==> config.mk <==
export PLATFORM = sky130hd
export DESIGN_NAME = itimer
export DESIGN_NICKNAME = d
export VERILOG_FILES = /design/src/rtl/itimer_pkg.sv /design/src/rtl/itimer_regs.sv /design/src/rtl/itimer_count.sv /design/src/rtl/itimer.sv
export SDC_FILE = /design/constraint.sdc
export NUM_CORES = 1
export LEC_CHECK = 0
export BUFFER_PORTS_ARGS = -buffer_cell sky130_fd_sc_hd__buf_2
export CAP_MARGIN = 0
export CORE_UTILIZATION = 45
export CTS_CLUSTER_DIAMETER = 50
export DETAILED_ROUTE_END_ITERATION = 16
export SYNTH_ARGS = -nofsm -noshare
export SYNTH_HDL_FRONTEND = slang
export SYNTH_SLANG_ARGS = --single-unit
==> constraint.sdc <==
create_clock -name clk_i -period 2.1 [get_ports clk_i]
set_input_delay 0.105 -clock clk_i [delete_from_list [all_inputs] [get_ports clk_i]]
set_output_delay 0.105 -clock clk_i [all_outputs]
set_load 0.005 [all_outputs]
==> src/rtl/itimer_pkg.sv <==
package itimer_pkg;
  localparam int unsigned ADDR_W = 3;
  localparam int unsigned HALVES = 2;

  localparam logic [ADDR_W-1:0] A_STATUS  = 3'd0;
  localparam logic [ADDR_W-1:0] A_CTRL    = 3'd1;
  localparam logic [ADDR_W-1:0] A_PER_LO  = 3'd2;
  localparam logic [ADDR_W-1:0] A_SNAP_LO = 3'd4;

  localparam int unsigned CB_IRQ_EN = 0;
  localparam int unsigned CB_CONT   = 1;
  localparam int unsigned CB_START  = 2;
  localparam int unsigned CB_STOP   = 3;

  localparam int unsigned SB_TIMEOUT = 0;
  localparam int unsigned SB_RUN     = 1;
endpackage

==> src/rtl/itimer_regs.sv <==
module itimer_regs
  import itimer_pkg::*;
#(
  parameter int unsigned DATA_W = 16,
  localparam int unsigned CNT_W = HALVES * DATA_W
) (
  input  logic              clk_i,
  input  logic              rst_ni,
  input  logic [ADDR_W-1:0] addr_i,
  input  logic              wr_en_i,
  input  logic              rd_en_i,
  input  logic [DATA_W-1:0] wdata_i,
  input  logic [CNT_W-1:0]  count_i,
  input  logic              run_i,
  input  logic              expire_i,
  output logic [DATA_W-1:0] rdata_o,
  output logic              irq_en_o,
  output logic              cont_o,
  output logic              start_o,
  output logic              stop_o,
  output logic              load_o,
  output logic [CNT_W-1:0]  period_o,
  output logic [CNT_W-1:0]  period_nxt_o,
  output logic              timeout_o,
  output logic [CNT_W-1:0]  snap_o
);
  logic [HALVES-1:0][DATA_W-1:0] per_q, per_d, snap_q;
  logic [HALVES-1:0]             per_wr;
  logic                          wr_status, wr_ctrl, wr_snap;
  logic                          irq_en_q, cont_q, to_q;
  logic [DATA_W-1:0]             rd_val, rdata_q;

  assign wr_status = wr_en_i && (addr_i == A_STATUS);
  assign wr_ctrl   = wr_en_i && (addr_i == A_CTRL);
  assign wr_snap   = wr_en_i && (addr_i >= A_SNAP_LO) &&
                     (addr_i < A_SNAP_LO + ADDR_W'(HALVES));

  for (genvar h = 0; h < HALVES; h++) begin : g_half
    assign per_wr[h] = wr_en_i && (addr_i == A_PER_LO + ADDR_W'(h));
    assign per_d[h]  = per_wr[h] ? wdata_i : per_q[h];

    always_ff @(posedge clk_i or negedge rst_ni) begin
      if (!rst_ni) per_q[h] <= '0;
      else         per_q[h] <= per_d[h];
    end

    // both halves captured on the same edge
    always_ff @(posedge clk_i or negedge rst_ni) begin
      if (!rst_ni)      snap_q[h] <= '0;
      else if (wr_snap) snap_q[h] <= count_i[h*DATA_W +: DATA_W];
    end
  end

  always_ff @(posedge clk_i or negedge rst_ni) begin
    if (!rst_ni) begin
      irq_en_q <= 1'b0;
      cont_q   <= 1'b0;
    end else if (wr_ctrl) begin
      irq_en_q <= wdata_i[CB_IRQ_EN];
      cont_q   <= wdata_i[CB_CONT];
    end
  end

  // expiry beats a same-cycle clear so no event is lost
  always_ff @(posedge clk_i or negedge rst_ni) begin
    if (!rst_ni)        to_q <= 1'b0;
    else if (expire_i)  to_q <= 1'b1;
    else if (wr_status) to_q <= 1'b0;
  end

  always_comb begin
    rd_val = '0;
    case (addr_i)
      A_STATUS: begin
        rd_val[SB_TIMEOUT] = to_q;
        rd_val[SB_RUN]     = run_i;
      end
      A_CTRL: begin
        rd_val[CB_IRQ_EN] = irq_en_q;
        rd_val[CB_CONT]   = cont_q;
      end
      A_PER_LO:      rd_val = per_q[0];
      A_PER_LO + 1:  rd_val = per_q[1];
      A_SNAP_LO:     rd_val = snap_q[0];
      A_SNAP_LO + 1: rd_val = snap_q[1];
      default:       rd_val = '0;
    endcase
  end

  always_ff @(posedge clk_i or negedge rst_ni) begin
    if (!rst_ni)      rdata_q <= '0;
    else if (rd_en_i) rdata_q <= rd_val;
  end

  assign rdata_o      = rdata_q;
  assign irq_en_o     = irq_en_q;
  assign cont_o       = cont_q;
  assign start_o      = wr_ctrl && wdata_i[CB_START];
  assign stop_o       = wr_ctrl && wdata_i[CB_STOP];
  assign load_o       = |per_wr;
  assign period_o     = per_q;
  assign period_nxt_o = per_d;
  assign timeout_o    = to_q;
  assign snap_o       = snap_q;
endmodule

==> src/rtl/itimer_count.sv <==
module itimer_count #(
  parameter int unsigned CNT_W = 32
) (
  input  logic             clk_i,
  input  logic             rst_ni,
  input  logic             start_i,
  input  logic             stop_i,
  input  logic             load_i,
  input  logic             cont_i,
  input  logic [CNT_W-1:0] period_i,
  input  logic [CNT_W-1:0] period_nxt_i,
  output logic [CNT_W-1:0] count_o,
  output logic             run_o,
  output logic             expire_o
);
  logic [CNT_W-1:0] count_q;
  logic             run_q, at_zero, expire;

  assign at_zero = (count_q == '0);
  assign expire  = run_q && at_zero && !stop_i && !load_i;

  always_ff @(posedge clk_i or negedge rst_ni) begin
    if (!rst_ni) begin
      count_q <= '0;
      run_q   <= 1'b0;
    end else if (load_i) begin
      count_q <= period_nxt_i;
      run_q   <= 1'b0;
    end else if (stop_i) begin
      run_q   <= 1'b0;
    end else begin
      if (run_q) count_q <= at_zero ? period_i : count_q - CNT_W'(1);
      run_q <= start_i || (run_q && !(expire && !cont_i));
    end
  end

  assign count_o  = count_q;
  assign run_o    = run_q;
  assign expire_o = expire;
endmodule

==> src/rtl/itimer.sv <==
module itimer
  import itimer_pkg::*;
#(
  parameter int unsigned DATA_W = 16,
  localparam int unsigned CNT_W = HALVES * DATA_W
) (
  input  logic              clk_i,
  input  logic              rst_ni,
  input  logic [ADDR_W-1:0] addr_i,
  input  logic              wr_en_i,
  input  logic              rd_en_i,
  input  logic [DATA_W-1:0] wdata_i,
  output logic [DATA_W-1:0] rdata_o,
  output logic              irq_o
);
  logic [CNT_W-1:0] count_w, period_w, period_nxt_w, snap_w;
  logic run_w, expire_w, irq_en_w, cont_w, start_w, stop_w, load_w, to_w;

  itimer_regs #(.DATA_W(DATA_W)) u_regs (
    .clk_i        (clk_i),
    .rst_ni       (rst_ni),
    .addr_i       (addr_i),
    .wr_en_i      (wr_en_i),
    .rd_en_i      (rd_en_i),
    .wdata_i      (wdata_i),
    .count_i      (count_w),
    .run_i        (run_w),
    .expire_i     (expire_w),
    .rdata_o      (rdata_o),
    .irq_en_o     (irq_en_w),
    .cont_o       (cont_w),
    .start_o      (start_w),
    .stop_o       (stop_w),
    .load_o       (load_w),
    .period_o     (period_w),
    .period_nxt_o (period_nxt_w),
    .timeout_o    (to_w),
    .snap_o       (snap_w)
  );

  itimer_count #(.CNT_W(CNT_W)) u_count (
    .clk_i        (clk_i),
    .rst_ni       (rst_ni),
    .start_i      (start_w),
    .stop_i       (stop_w),
    .load_i       (load_w),
    .cont_i       (cont_w),
    .period_i     (period_w),
    .period_nxt_i (period_nxt_w),
    .count_o      (count_w),
    .run_o        (run_w),
    .expire_o     (expire_w)
  );

  assign irq_o = to_w && irq_en_w;
endmodule

==> reports/metrics.sh, run 1 <==
RSZ0062_AT_GRT='true'
GLOBALPLACE.CONGESTION=0.868
SYNTH-ASYNC-RESET-RATIO=1.00
WORSTMARGINPINSLEW_NS=0.515
VIAS=5202
WORST_EP_ARRIVAL_TIME_NS=2.46
FINALSETUPVIOLATIONS=20
CTSHTREEMAXLEVEL=4
YOSYSWARNINGCOUNT=0
TIMING.FMAX_MHz=461
FILLERINSTANCES=1141
CRIT_TYPE='reg -> reg'
DOMINANT_COMBINATIONAL_CELL_FAMILY_BY_AREA_AFTER_SYNTHESIS='multiplexers'
GRT_FIRST_PASS_WIRELENGTH_MM=29.7
SYNTH_TOP_AREA_CELL='dfrtp_1'
NUMBER_OF_ANTENNA_VIOLATIONS_AT_THE_FIRST_CHECK_IN_GLOBAL_ROUTING=0
MAX_CLOCK_SKEW_NS=0.00780
GRT_MAX_DEGREE=37
POSTLAYOUTCOREUTIL=0.597
INSERTION_DELAY_NS=0.42
FF_LATCH_AREA_UM2=2900
SYNTHTOPCELLSBYAREA='dfrtp_1, mux2_2, mux2i_1'
DIE_SPAN_Y_UM=120
ANTENNA_DIODE_COUNT=0
DRT_DRC_VIOLATIONS_LEFT=0
YOSYS_REGISTER_BITS=116
HOLDCRITPATHCLASS='in -> reg'
CLOCK_SINK_COUNT=116
IO_PINS=40
START_UTIL=0.467
CRIT_REQUIRED_NS=2.40
ROWS=42
SYN_INST=568
DIE_AREA_UM2=14400
DRTITER0DRC=332
CTS-BUFFERS-INSERTED=17
CORE_AREA_UM2=13400
FINAL_CELL_COUNT_NO_FILL=865
WORSTPATHMAXFANOUT=5
DRIVE_GT1_FRAC=0.357
SYNTH_COMPOUND_GATE_AREA_SHARE=0.175
POSTSYNTH.TOPFLOPCELL='dfrtp_1'
RESULT_OF_THE_RUN='finished, violations left'
CTS.ROOT.BUFFER_CELL='clkbuf_16'
GRT.TOTAL_USAGE=0.275
CRIT_PATH_START_KIND='flop'
DPL.HPWL_MM=12.5
FINAL_WORST_PATH_CYCLE_SHARE=1.03
P_LEAK_nW=3.56
SYNTH_FA_HA_AREA_FRAC=0.00800
AREA.GROWTH.SYNTH_TO_FINAL_PCT=27.7
SYNTH_SEQUENTIAL_AREA_RATIO=0.464
SYNTH_ENABLE_FLOP_CELLS=0
WIRE_PER_INST_UM=21.4
DRV.MAX_CAP_VIOLATION_COUNT=0
FAILING_CHECKS='setup timing'
VDD.IR_DROP.WORST_mV=0.726
SYNTH_XOR_AREA_FRAC=0.0322
SETUP_SLACK_NS=-0.0674
IO_BUFFERS=39
CRIT_PATH_END_KIND='flop'
SYNTHDISTINCTLIBCELLS=57
SYNTH.AREA.MUX_SHARE=0.179
TIMING.HOLD.WS_NS=0.0103
CLK_PATH_BUF_DEPTH=2
MULTI_INPUT_COMB_AREA_UM2=3180
SYNTHMOSTINSTANTIATEDCELL='dfrtp_1'
TIMING_HOLD_VIOLATIONS_FINAL=0
SYNTH_TOP_CELLS_BY_COUNT='dfrtp_1, mux2_2, mux2i_1'
CLKSLEWWORSTSETUPHOLDPATHS_NS=0.05
TRITONCTS_CLOCK_TREE='built'
SYNTH-SIMPLE-AREA-SHARE=0.0987
SYNTH_LARGEST_TYPE_AREA_FRACTION=0.464
FINAL_ANTENNA_NET_COUNT=0
SYNTHESIS.AREA_PER_INSTANCE_UM2=11.0
PWR_DENSITY_CELL_nW_PER_UM2=1240
FIRST_GLOBAL_VIAS=5369
FIN_CRIT_NS=2.17
SYNTHESIS.NETS=595
MAPPEDNETLISTAREA_UM2=6260
SETUP_TOTAL_NEGATIVE_SLACK_NS=-0.725
WL_MM=18.5
DIE-WIDTH_UM=120
FINALMAXSLEWVIOLATIONS=0
NNETSFINAL=703
DRT-VIAS-PER-INSTANCE=6.01
GRT_OVERFLOW=0
FIRSTDRTPASSITERS=4
SLEW_HEADROOM=0.657
DPL.CELL_COUNT=815
## final cells by class
class / count / share of cell area
Sequential cell: 116 / 0.363
Clock buffer: 24 / 0.0615
Timing Repair Buffer: 133 / 0.125
Tap cell: 176 / 0.0275
Clock inverter: 8 / 0.0153
Inverter: 20 / 0.00939
Multi-Input combinational cell: 388 / 0.398
## final timing paths
| check | start | end | slack, ns | cells past startpoint |
|---|---|---|---|---|
| setup reg to reg | u_count.count_o[23] | u_count.count_o[15] | -0.07 | 6 |
| setup / recovery | u_count.count_o[23] | u_count.count_o[15] | -0.07 | 6 |
| min in group asynchronous | rst_ni | u_regs.snap_o[3] | 0.18 | 2 |
| max in group asynchronous | rst_ni | u_regs.irq_en_o | 1.29 | 3 |
| hold / removal | wdata_i[7] | u_regs.period_o[7] | 0.01 | 2 |
| hold reg to reg | u_regs.snap_o[0] | u_regs.snap_o[0] | 0.49 | 2 |
## metal layers
layer  vias up  track usage  routed length, µm
li1       2389            -                  -
met4         0        0.101                390
met1      2635        0.355               8300
met2       146        0.450               9030
met3        32       0.0604                820
met5         -            0                  0
## what timing repair did
action	CTS	global route
resized for setup	7	23
setup buffers	3	2
hold buffers	13	0
endpoints found under the hold margin	51	0
pin swaps	3	5
endpoints found under the setup margin	23	26
## metrics by stage
step / area, µm² / setup WS [ns] / power, mW
finish: 8000 / -0.0674 / 9.89
floorplan: 6280 / -0.0812 / 5.34
global route: 8000 / -0.152 / 10.4
CTS: 7930 / -0.0573 / 9.79
detailed placement: 7130 / -0.0730 / 6.67
global placement: 7130 / -0.0923 / 6.60
## power breakdown
part	switching (mW)	internal [mW]	leakage, nW
clock network	1.02	1.99	0.292
registers	0.620	2.95	1.47
logic	1.59	1.72	1.79
## state kept, by name, summed over array words and instances, names as in the netlist
signal	count
u_count.run_o	1
u_regs.irq_en_o	1
u_regs.rdata_o	16
u_regs.timeout_o	1
u_regs.cont_o	1
u_regs.period_o	32
u_count.count_o	32
u_regs.snap_o	32
## placed cells by master (no fill, tap or decap), drive strengths merged, types with 3 or more instances in the layout
cell	instances
ha	4
nand4	7
o221ai	8
nor2b	3
o21ai	30
or4	4
nand3	6
a211o	3
a221oi	29
nor3	10
mux2i	40
o32ai	14
dfrtp	116
xnor2	14
clkbuf	24
bufinv	3
nand2b	4
clkinvlp	3
or3	6
dlygate4sd3	13
mux2	64
buf	120
inv	20
xor2	9
nor4	11
nor2	20
o2bb2ai	17
a21oi	28
o31ai	6
nor3b	3
nand2	23
o22ai	3
## worst max-delay path, cell delays in order (launching register included)
cell and delay, ns:
dfrtp_1 0.37, or4_4 0.54, or3_4 0.43, o31ai_4 0.25, buf_4 0.20, nor2_1 0.04
a211o_1 0.22
## logic make-up (layout without fill, tap and decap cells)
family | after synthesis | after routing
compound gates | 149 | 149
xor+xnor | 23 | 23
fa+ha+maj | 4 | 4
buf+inv | 64 | 185
flops | 116 | 116
mux | 104 | 104
simple gates | 108 | 108
Power figures use the tool's default switching activity.
==> run 2: changes to the inputs <==
--- a/config.mk
+++ b/config.mk
@@ -10,6 +10,7 @@
 export CORE_UTILIZATION = 45
 export CTS_CLUSTER_DIAMETER = 50
 export DETAILED_ROUTE_END_ITERATION = 16
+export REMOVE_ABC_BUFFERS = 1
 export SYNTH_ARGS = -nofsm -noshare
 export SYNTH_HDL_FRONTEND = slang
 export SYNTH_SLANG_ARGS = --single-unit
==> run 2 against run 1 <==
  * The flow still finishes with violations (setup timing)
  * Clock skew increased by 0.00091 ns
  * Core utilization increased by 0.48 points
  * Global-route usage decreased by 1.5 points
  * Cell count decreased by 0.35%
  * Clock power increased by 4%
  * Sequential power about the same
  * Die area did not move
  * Hold slack better by 0.039 ns
  * Highest routed layer unchanged
==> reports/metrics.sh, run 2 (same netlist as run 1, synthesis figures left out) <==
FIRST_GLOBAL_VIAS=5225
P_LEAK_nW=3.58
VDD.IR_DROP.WORST_mV=0.695
CLKSLEWWORSTSETUPHOLDPATHS_NS=0.05
DRTITER0DRC=339
GRT_MAX_DEGREE=64
TRITONCTS_CLOCK_TREE='built'
CRIT_PATH_END_KIND='flop'
WL_MM=17.5
CLOCK_SINK_COUNT=116
START_POINT_OF_THE_WORST_MIN_DELAY_PATH='wdata_i[3]'
GLOBALPLACE.CONGESTION=0.885
CRITICAL-PATH-SLOWEST-CELL='or4_4'
DRV.MAX_CAP_VIOLATION_COUNT=0
DRT_DRC_VIOLATIONS_LEFT=0
CRIT_REQUIRED_NS=2.40
GRT_OVERFLOW=0
DPL.HPWL_MM=11.8
NNETSFINAL=701
PRE_CTS_SLACK_NS=-0.257
CTS.ROOT.BUFFER_CELL='clkbuf_16'
WIRE_PER_INST_UM=20.3
CRIT_REG_REG_ENDPOINT='u_count.count_o[10]'
HOLD_PATH_CELLS=2
WORSTMARGINPINSLEW_NS=0.495
SLEW_HEADROOM=0.667
FINALMAXSLEWVIOLATIONS=0
TIMING_HOLD_VIOLATIONS_FINAL=0
ANTENNA_DIODE_COUNT=0
CRIT_PATH_START_KIND='flop'
CPPEAKSTAGEDELAY_NS=0.54
HOLDCRITPATHCLASS='in -> reg'
FINAL_ANTENNA_NET_COUNT=0
PATH_CELLS='or4_4, or3_4, o31ai_4, buf_6, nor2_2, a211o_1'
WORST_EP_ARRIVAL_TIME_NS=2.44
DRT-VIAS-PER-INSTANCE=5.97
DIE_SPAN_Y_UM=120
WORSTPATHMAXFANOUT=4
POSTLAYOUTCOREUTIL=0.601
HOLD_PATH_END='u_regs.period_o[19]'
WORST_R2R_PATH_DEPTH=6
FINALSETUPVIOLATIONS=4
LEADING_CELL_TYPE_IN_THE_LAYOUT_FILL_AND_TAPS_EXCLUDED='dfrtp_1'
FIN_CRIT_NS=2.14
GRT.TOTAL_USAGE=0.259
RESULT_OF_THE_RUN='finished, violations left'
CORE_AREA_UM2=13400
CTSHTREEMAXLEVEL=4
NUMBER_OF_ANTENNA_VIOLATIONS_AT_THE_FIRST_CHECK_IN_GLOBAL_ROUTING=0
CTS-BUFFERS-INSERTED=17
DIE_AREA_UM2=14400
IO_PINS=40
INSERTION_DELAY_NS=0.42
DRIVE_GT1_FRAC=0.354
P_TOTAL_mW=10.0
SETUP_SLACK_NS=-0.0410
TIMING.FMAX_MHz=467
MAX_CLOCK_SKEW_NS=0.00872
TIMING.HOLD.WS_NS=0.0490
AREA.GROWTH.SYNTH_TO_FINAL_PCT=28.7
VIAS=5143
LAYOUT.CELLS.MOST_COMMON_LIST='dfrtp_1, buf_4, mux2_2, mux2i_1, buf_2'
DIE-WIDTH_UM=120
TIMING.RR.START='u_count.count_o[21]'
START_UTIL=0.467
FINAL_WORST_PATH_CYCLE_SHARE=1.02
IO_BUFFERS=39
PWR_DENSITY_CELL_nW_PER_UM2=1240
CLK_PATH_BUF_DEPTH=2
REG2REG_SLACK_NS=-0.04
FAILING_CHECKS='setup timing'
CRIT_TYPE='reg -> reg'
RSZ0062_AT_GRT='true'
FILLERINSTANCES=1123
FIRSTDRTPASSITERS=7
GRT_FIRST_PASS_WIRELENGTH_MM=28.4
ROWS=42
-- run 2: metal layers --
| layer | routed length [µm] | global-route usage | share of wire |
|---|---|---|---|
| met5 | 0 | 0 | 0 |
| met4 | 374 | 0.104 | 0.021 |
| met3 | 731 | 0.0513 | 0.042 |
| met2 | 8350 | 0.408 | 0.48 |
| met1 | 8040 | 0.350 | 0.46 |
-- run 2: worst max-delay path by stage --
| stage | start | endpoint | slack (ns) | cells past startpoint |
|---|---|---|---|---|
| 2_1_floorplan | u_count.count_o[22] | u_count.count_o[13] | -0.70 | 5 |
| 3_3_place_gp | u_count.count_o[23] | u_count.count_o[10] | -0.23 | 6 |
| 3_5_place_dp | u_count.count_o[23] | u_count.count_o[10] | -0.26 | 6 |
| 4_1_cts | u_count.count_o[21] | u_count.count_o[29] | -0.04 | 6 |
| 5_1_grt | u_count.count_o[21] | u_count.count_o[7] | -0.11 | 6 |
| 6_report | u_count.count_o[21] | u_count.count_o[10] | -0.04 | 6 |
-- run 2: power by group --
| group | total, mW | switching, mW | internal (mW) |
|---|---|---|---|
| Sequential | 3.58 | 0.625 | 2.95 |
| Clock | 3.12 | 1.00 | 2.11 |
| Combinational | 3.32 | 1.57 | 1.75 |
-- run 2: layout make-up --
type,count,area (µm²),area share
multi-input combinational,388,3220,0.399
sequential,116,2900,0.360
timing repair buffer,131,1010,0.126
clock buffer,20,447,0.0554
tap,176,220,0.0273
clock inverter,11,183,0.0227
inverter,20,75.1,0.00932
-- run 2: critical path: cells and delay by family (launching register included) --
| family | cells | cell delay (ns) |
|---|---|---|
| buffers and inverters | 1 | 0.16 |
| and+or+nand+nor | 3 | 1.01 |
| DFF | 1 | 0.38 |
| AOI/OAI and AO/OA | 2 | 0.46 |
-- run 2: timing repair --
item / 4_1_cts / 5_1_grt
endpoints found under the setup margin: 26 / 30
gates cloned: 0 / 0
pin swaps: 14 / 12
gates resized for setup: 14 / 26
endpoints found under the hold margin: 63 / 0
hold buffers: 16 / 0
buffers inserted: 6 / 3
-- run 2: per-stage QoR --
stage	std cells	area, µm²	setup TNS [ns]
6_report	862	8060	-0.129
5_1_grt	862	8060	-1.32
4_1_cts	859	7960	-0.247
3_5_place_dp	806	7060	-4.27
3_3_place_gp	806	7060	-3.49
2_1_floorplan	524	6060	-15.03
==> run 3: changes to the inputs <==
--- a/config.mk
+++ b/config.mk
@@ -13,4 +13,5 @@
 export REMOVE_ABC_BUFFERS = 1
 export SYNTH_ARGS = -nofsm -noshare
 export SYNTH_HDL_FRONTEND = slang
+export SYNTH_HIERARCHICAL = 1
 export SYNTH_SLANG_ARGS = --single-unit
==> run 3 against run 2 <==
  * The flow still finishes with violations (setup timing)
  * Critical path type unchanged
  * Flip-flop and latch count unchanged
  * Via count increased by 3.8%
  * Sequential power decreased by 3%
  * Clock power decreased by 12%
  * Register-to-register slack got worse by 0.098 ns
==> reports/metrics.sh, run 3 <==
RESULT_OF_THE_RUN='finished, violations left'
FAILING_CHECKS='setup timing'
DPL.HPWL_MM=13.0
SYNTH-ASYNC-RESET-RATIO=1.00
INSERTION_DELAY_NS=0.42
AREA.GROWTH.SYNTH_TO_FINAL_PCT=33.3
TIMING.FMAX_MHz=447
MAX_CLOCK_SKEW_NS=0.00702
RSZ0062_AT_GRT='true'
WORSTMARGINPINSLEW_NS=0.537
GRT.TOTAL_USAGE=0.283
FINAL_CELL_COUNT_NO_FILL=910
P_LEAK_nW=3.71
SYNTH_LARGEST_TYPE_AREA_FRACTION=0.465
CTS.ROOT.BUFFER_CELL='clkbuf_16'
YOSYSWARNINGCOUNT=6
GLOBALPLACE.CONGESTION=0.956
TRITONCTS_CLOCK_TREE='built'
CTS-BUFFERS-INSERTED=17
PWR_DENSITY_CELL_nW_PER_UM2=1250
MAPPEDNETLISTAREA_UM2=6240
FIN_CRIT_NS=2.24
ANTENNA_DIODE_COUNT=0
SYNTHTOPCELLSBYAREA='dfrtp_1, mux2_2, o21ai_0'
SETUP_SLACK_NS=-0.139
SYNTHESIS.AREA_PER_INSTANCE_UM2=10.7
DIE_SPAN_Y_UM=120
SYNTH_SEQUENTIAL_AREA_RATIO=0.465
NNETSFINAL=748
IO_BUFFERS=39
DPL.CELL_COUNT=856
FIRSTDRTPASSITERS=5
CLOCK_SINK_COUNT=116
CRIT_PATH_END_KIND='flop'
ROWS=42
YOSYS_REGISTER_BITS=116
CRIT_TYPE='reg -> reg'
CRIT_PATH_START_KIND='flop'
CLKSLEWWORSTSETUPHOLDPATHS_NS=0.05
CRIT_REQUIRED_NS=2.40
CTSHTREEMAXLEVEL=4
DRV.MAX_CAP_VIOLATION_COUNT=0
DRIVE_GT1_FRAC=0.410
CORE_AREA_UM2=13400
DIE-WIDTH_UM=120
SYNTH_TOP_CELLS_BY_COUNT='dfrtp_1, mux2_2, nand2_1'
CLK_PATH_BUF_DEPTH=2
FINAL_WORST_PATH_CYCLE_SHARE=1.07
GRT_MAX_DEGREE=54
REG2REG_SLACK_NS=-0.14
WORST_EP_ARRIVAL_TIME_NS=2.54
DRT-VIAS-PER-INSTANCE=5.86
SYNTHDISTINCTLIBCELLS=60
FINALSETUPVIOLATIONS=15
WORSTPATHMAXFANOUT=4
FINAL_ANTENNA_NET_COUNT=0
GRT_FIRST_PASS_WIRELENGTH_MM=30.3
VDD.IR_DROP.WORST_mV=0.680
DRTITER0DRC=595
PLACED_AREA_UM2=7220
WL_MM=19.0
TIMING_HOLD_VIOLATIONS_FINAL=0
P_TOTAL_mW=10.4
GRT_OVERFLOW=0
SLEW_HEADROOM=0.641
VIAS=5336
LAYOUT.CELLS.MOST_COMMON_LIST='dfrtp_1, buf_4, mux2_2, nand2_1, buf_2'
LEADING_CELL_TYPE_IN_THE_LAYOUT_FILL_AND_TAPS_EXCLUDED='dfrtp_1'
SYN_INST=582
SYNTHMOSTINSTANTIATEDCELL='dfrtp_1'
SYNTH_ENABLE_FLOP_CELLS=0
IO_PINS=40
FIRST_GLOBAL_VIAS=5414
WIRE_PER_INST_UM=20.9
SYNTH_TOP_AREA_CELL='dfrtp_1'
FINAL_AREA_UM2=8320
START_UTIL=0.465
DIE_AREA_UM2=14300
NUMBER_OF_ANTENNA_VIOLATIONS_AT_THE_FIRST_CHECK_IN_GLOBAL_ROUTING=0
DRT_DRC_VIOLATIONS_LEFT=0
POSTSYNTH.TOPFLOPCELL='dfrtp_1'
HOLDCRITPATHCLASS='in -> reg'
FINALMAXSLEWVIOLATIONS=0
-- run 3: cell types whose count changed in the layout (fill, tap and decap cells not counted), sizes merged, moves of 9 or more --
| cell | previous run | this run |
|---|---|---|
| o211ai | 1 | 10 |
| mux2i | 40 | 8 |
| buf | 115 | 140 |
| and3 | 2 | 18 |
| o2bb2ai | 17 | 1 |
| nand2 | 23 | 47 |
| a31oi | 0 | 10 |
| o21ai | 30 | 48 |
-- run 3: timing repair --
action | 4_1_cts | 5_1_grt
setup buffers | 3 | 3
pin swaps | 23 | 21
endpoints found under the setup margin | 32 | 33
hold buffers | 17 | 0
hold endpoints to repair | 65 | 0
resized for setup | 58 | 41
-- run 3: cell families after synthesis --
family,after synthesis,synth area share
buffers and inverters,58,0.0471
muxes,75,0.140
and+or+nand+nor,159,0.147
xor gates and xnor gates,24,0.0337
AOI/OAI and AO/OA,147,0.160
adders and majority gates,3,0.00602
DFF,116,0.465
-- run 3: worst paths after layout --
path | cells after the start | end | start
setup / recovery | 7 | u_count/count_o[1] | u_count/count_o[23]
max in group asynchronous | 3 | u_regs/rdata_o[10] | rst_ni
hold / removal | 4 | u_regs/rdata_o[14] | rd_en_i
min in group asynchronous | 2 | u_regs/period_o[18] | rst_ni
hold reg to reg | 1 | u_regs/snap_o[18] | u_regs/snap_o[18]
setup reg to reg | 7 | u_count/count_o[1] | u_count/count_o[23]
-- run 3: report_power, final --
group / switching, mW / internal (mW) / total [mW] / leakage (nW)
clock network: 0.972 / 1.77 / 2.74 / 0.277
logic: 2.13 / 2.06 / 4.18 / 1.96
registers: 0.507 / 2.97 / 3.48 / 1.47
-- run 3: routing by layer --
layer | share of wire | vias up | track usage
met5 | 0 | - | 0
met4 | 0.014 | 0 | 0.0945
met3 | 0.055 | 27 | 0.0542
met2 | 0.47 | 174 | 0.434
met1 | 0.46 | 2698 | 0.400
li1 | - | 2437 | -
-- run 3: metrics by stage --
| stage | util | TNS, ns | setup slack (ns) | hold slack (ns) |
|---|---|---|---|---|
| after detailed placement | 0.539 | -3.36 | -0.237 | 0.0937 |
| after CTS | 0.609 | -0.933 | -0.169 | 0.169 |
| after global routing | 0.621 | -3.48 | -0.230 | 0.200 |
| final | 0.621 | -0.878 | -0.139 | 0.182 |
| after global placement | 0.539 | -2.39 | -0.218 | 0.0925 |
| after floorplan | - | -7.82 | -0.371 | -0.191 |
-- run 3: cell type report --
cell class                      instances  area [µm²]
Clock buffer                           27         513
Timing Repair Buffer                  157        1240
Fill cell                            1125        5080
Inverter                               22        82.6
Clock inverter                          4        45.0
Multi-Input combinational cell        408        3310
Tap cell                              176         220
Sequential cell                       116        2900
-- run 3: worst max-delay path, stage by stage (launching register included) --
cell and delay, ns:
dfrtp_1 0.38, or4_4 0.59, or3_4 0.43, nor4_4 0.31, buf_4 0.20, nor2_1 0.04, a21oi_1 0.11, o21ai_1 0.07
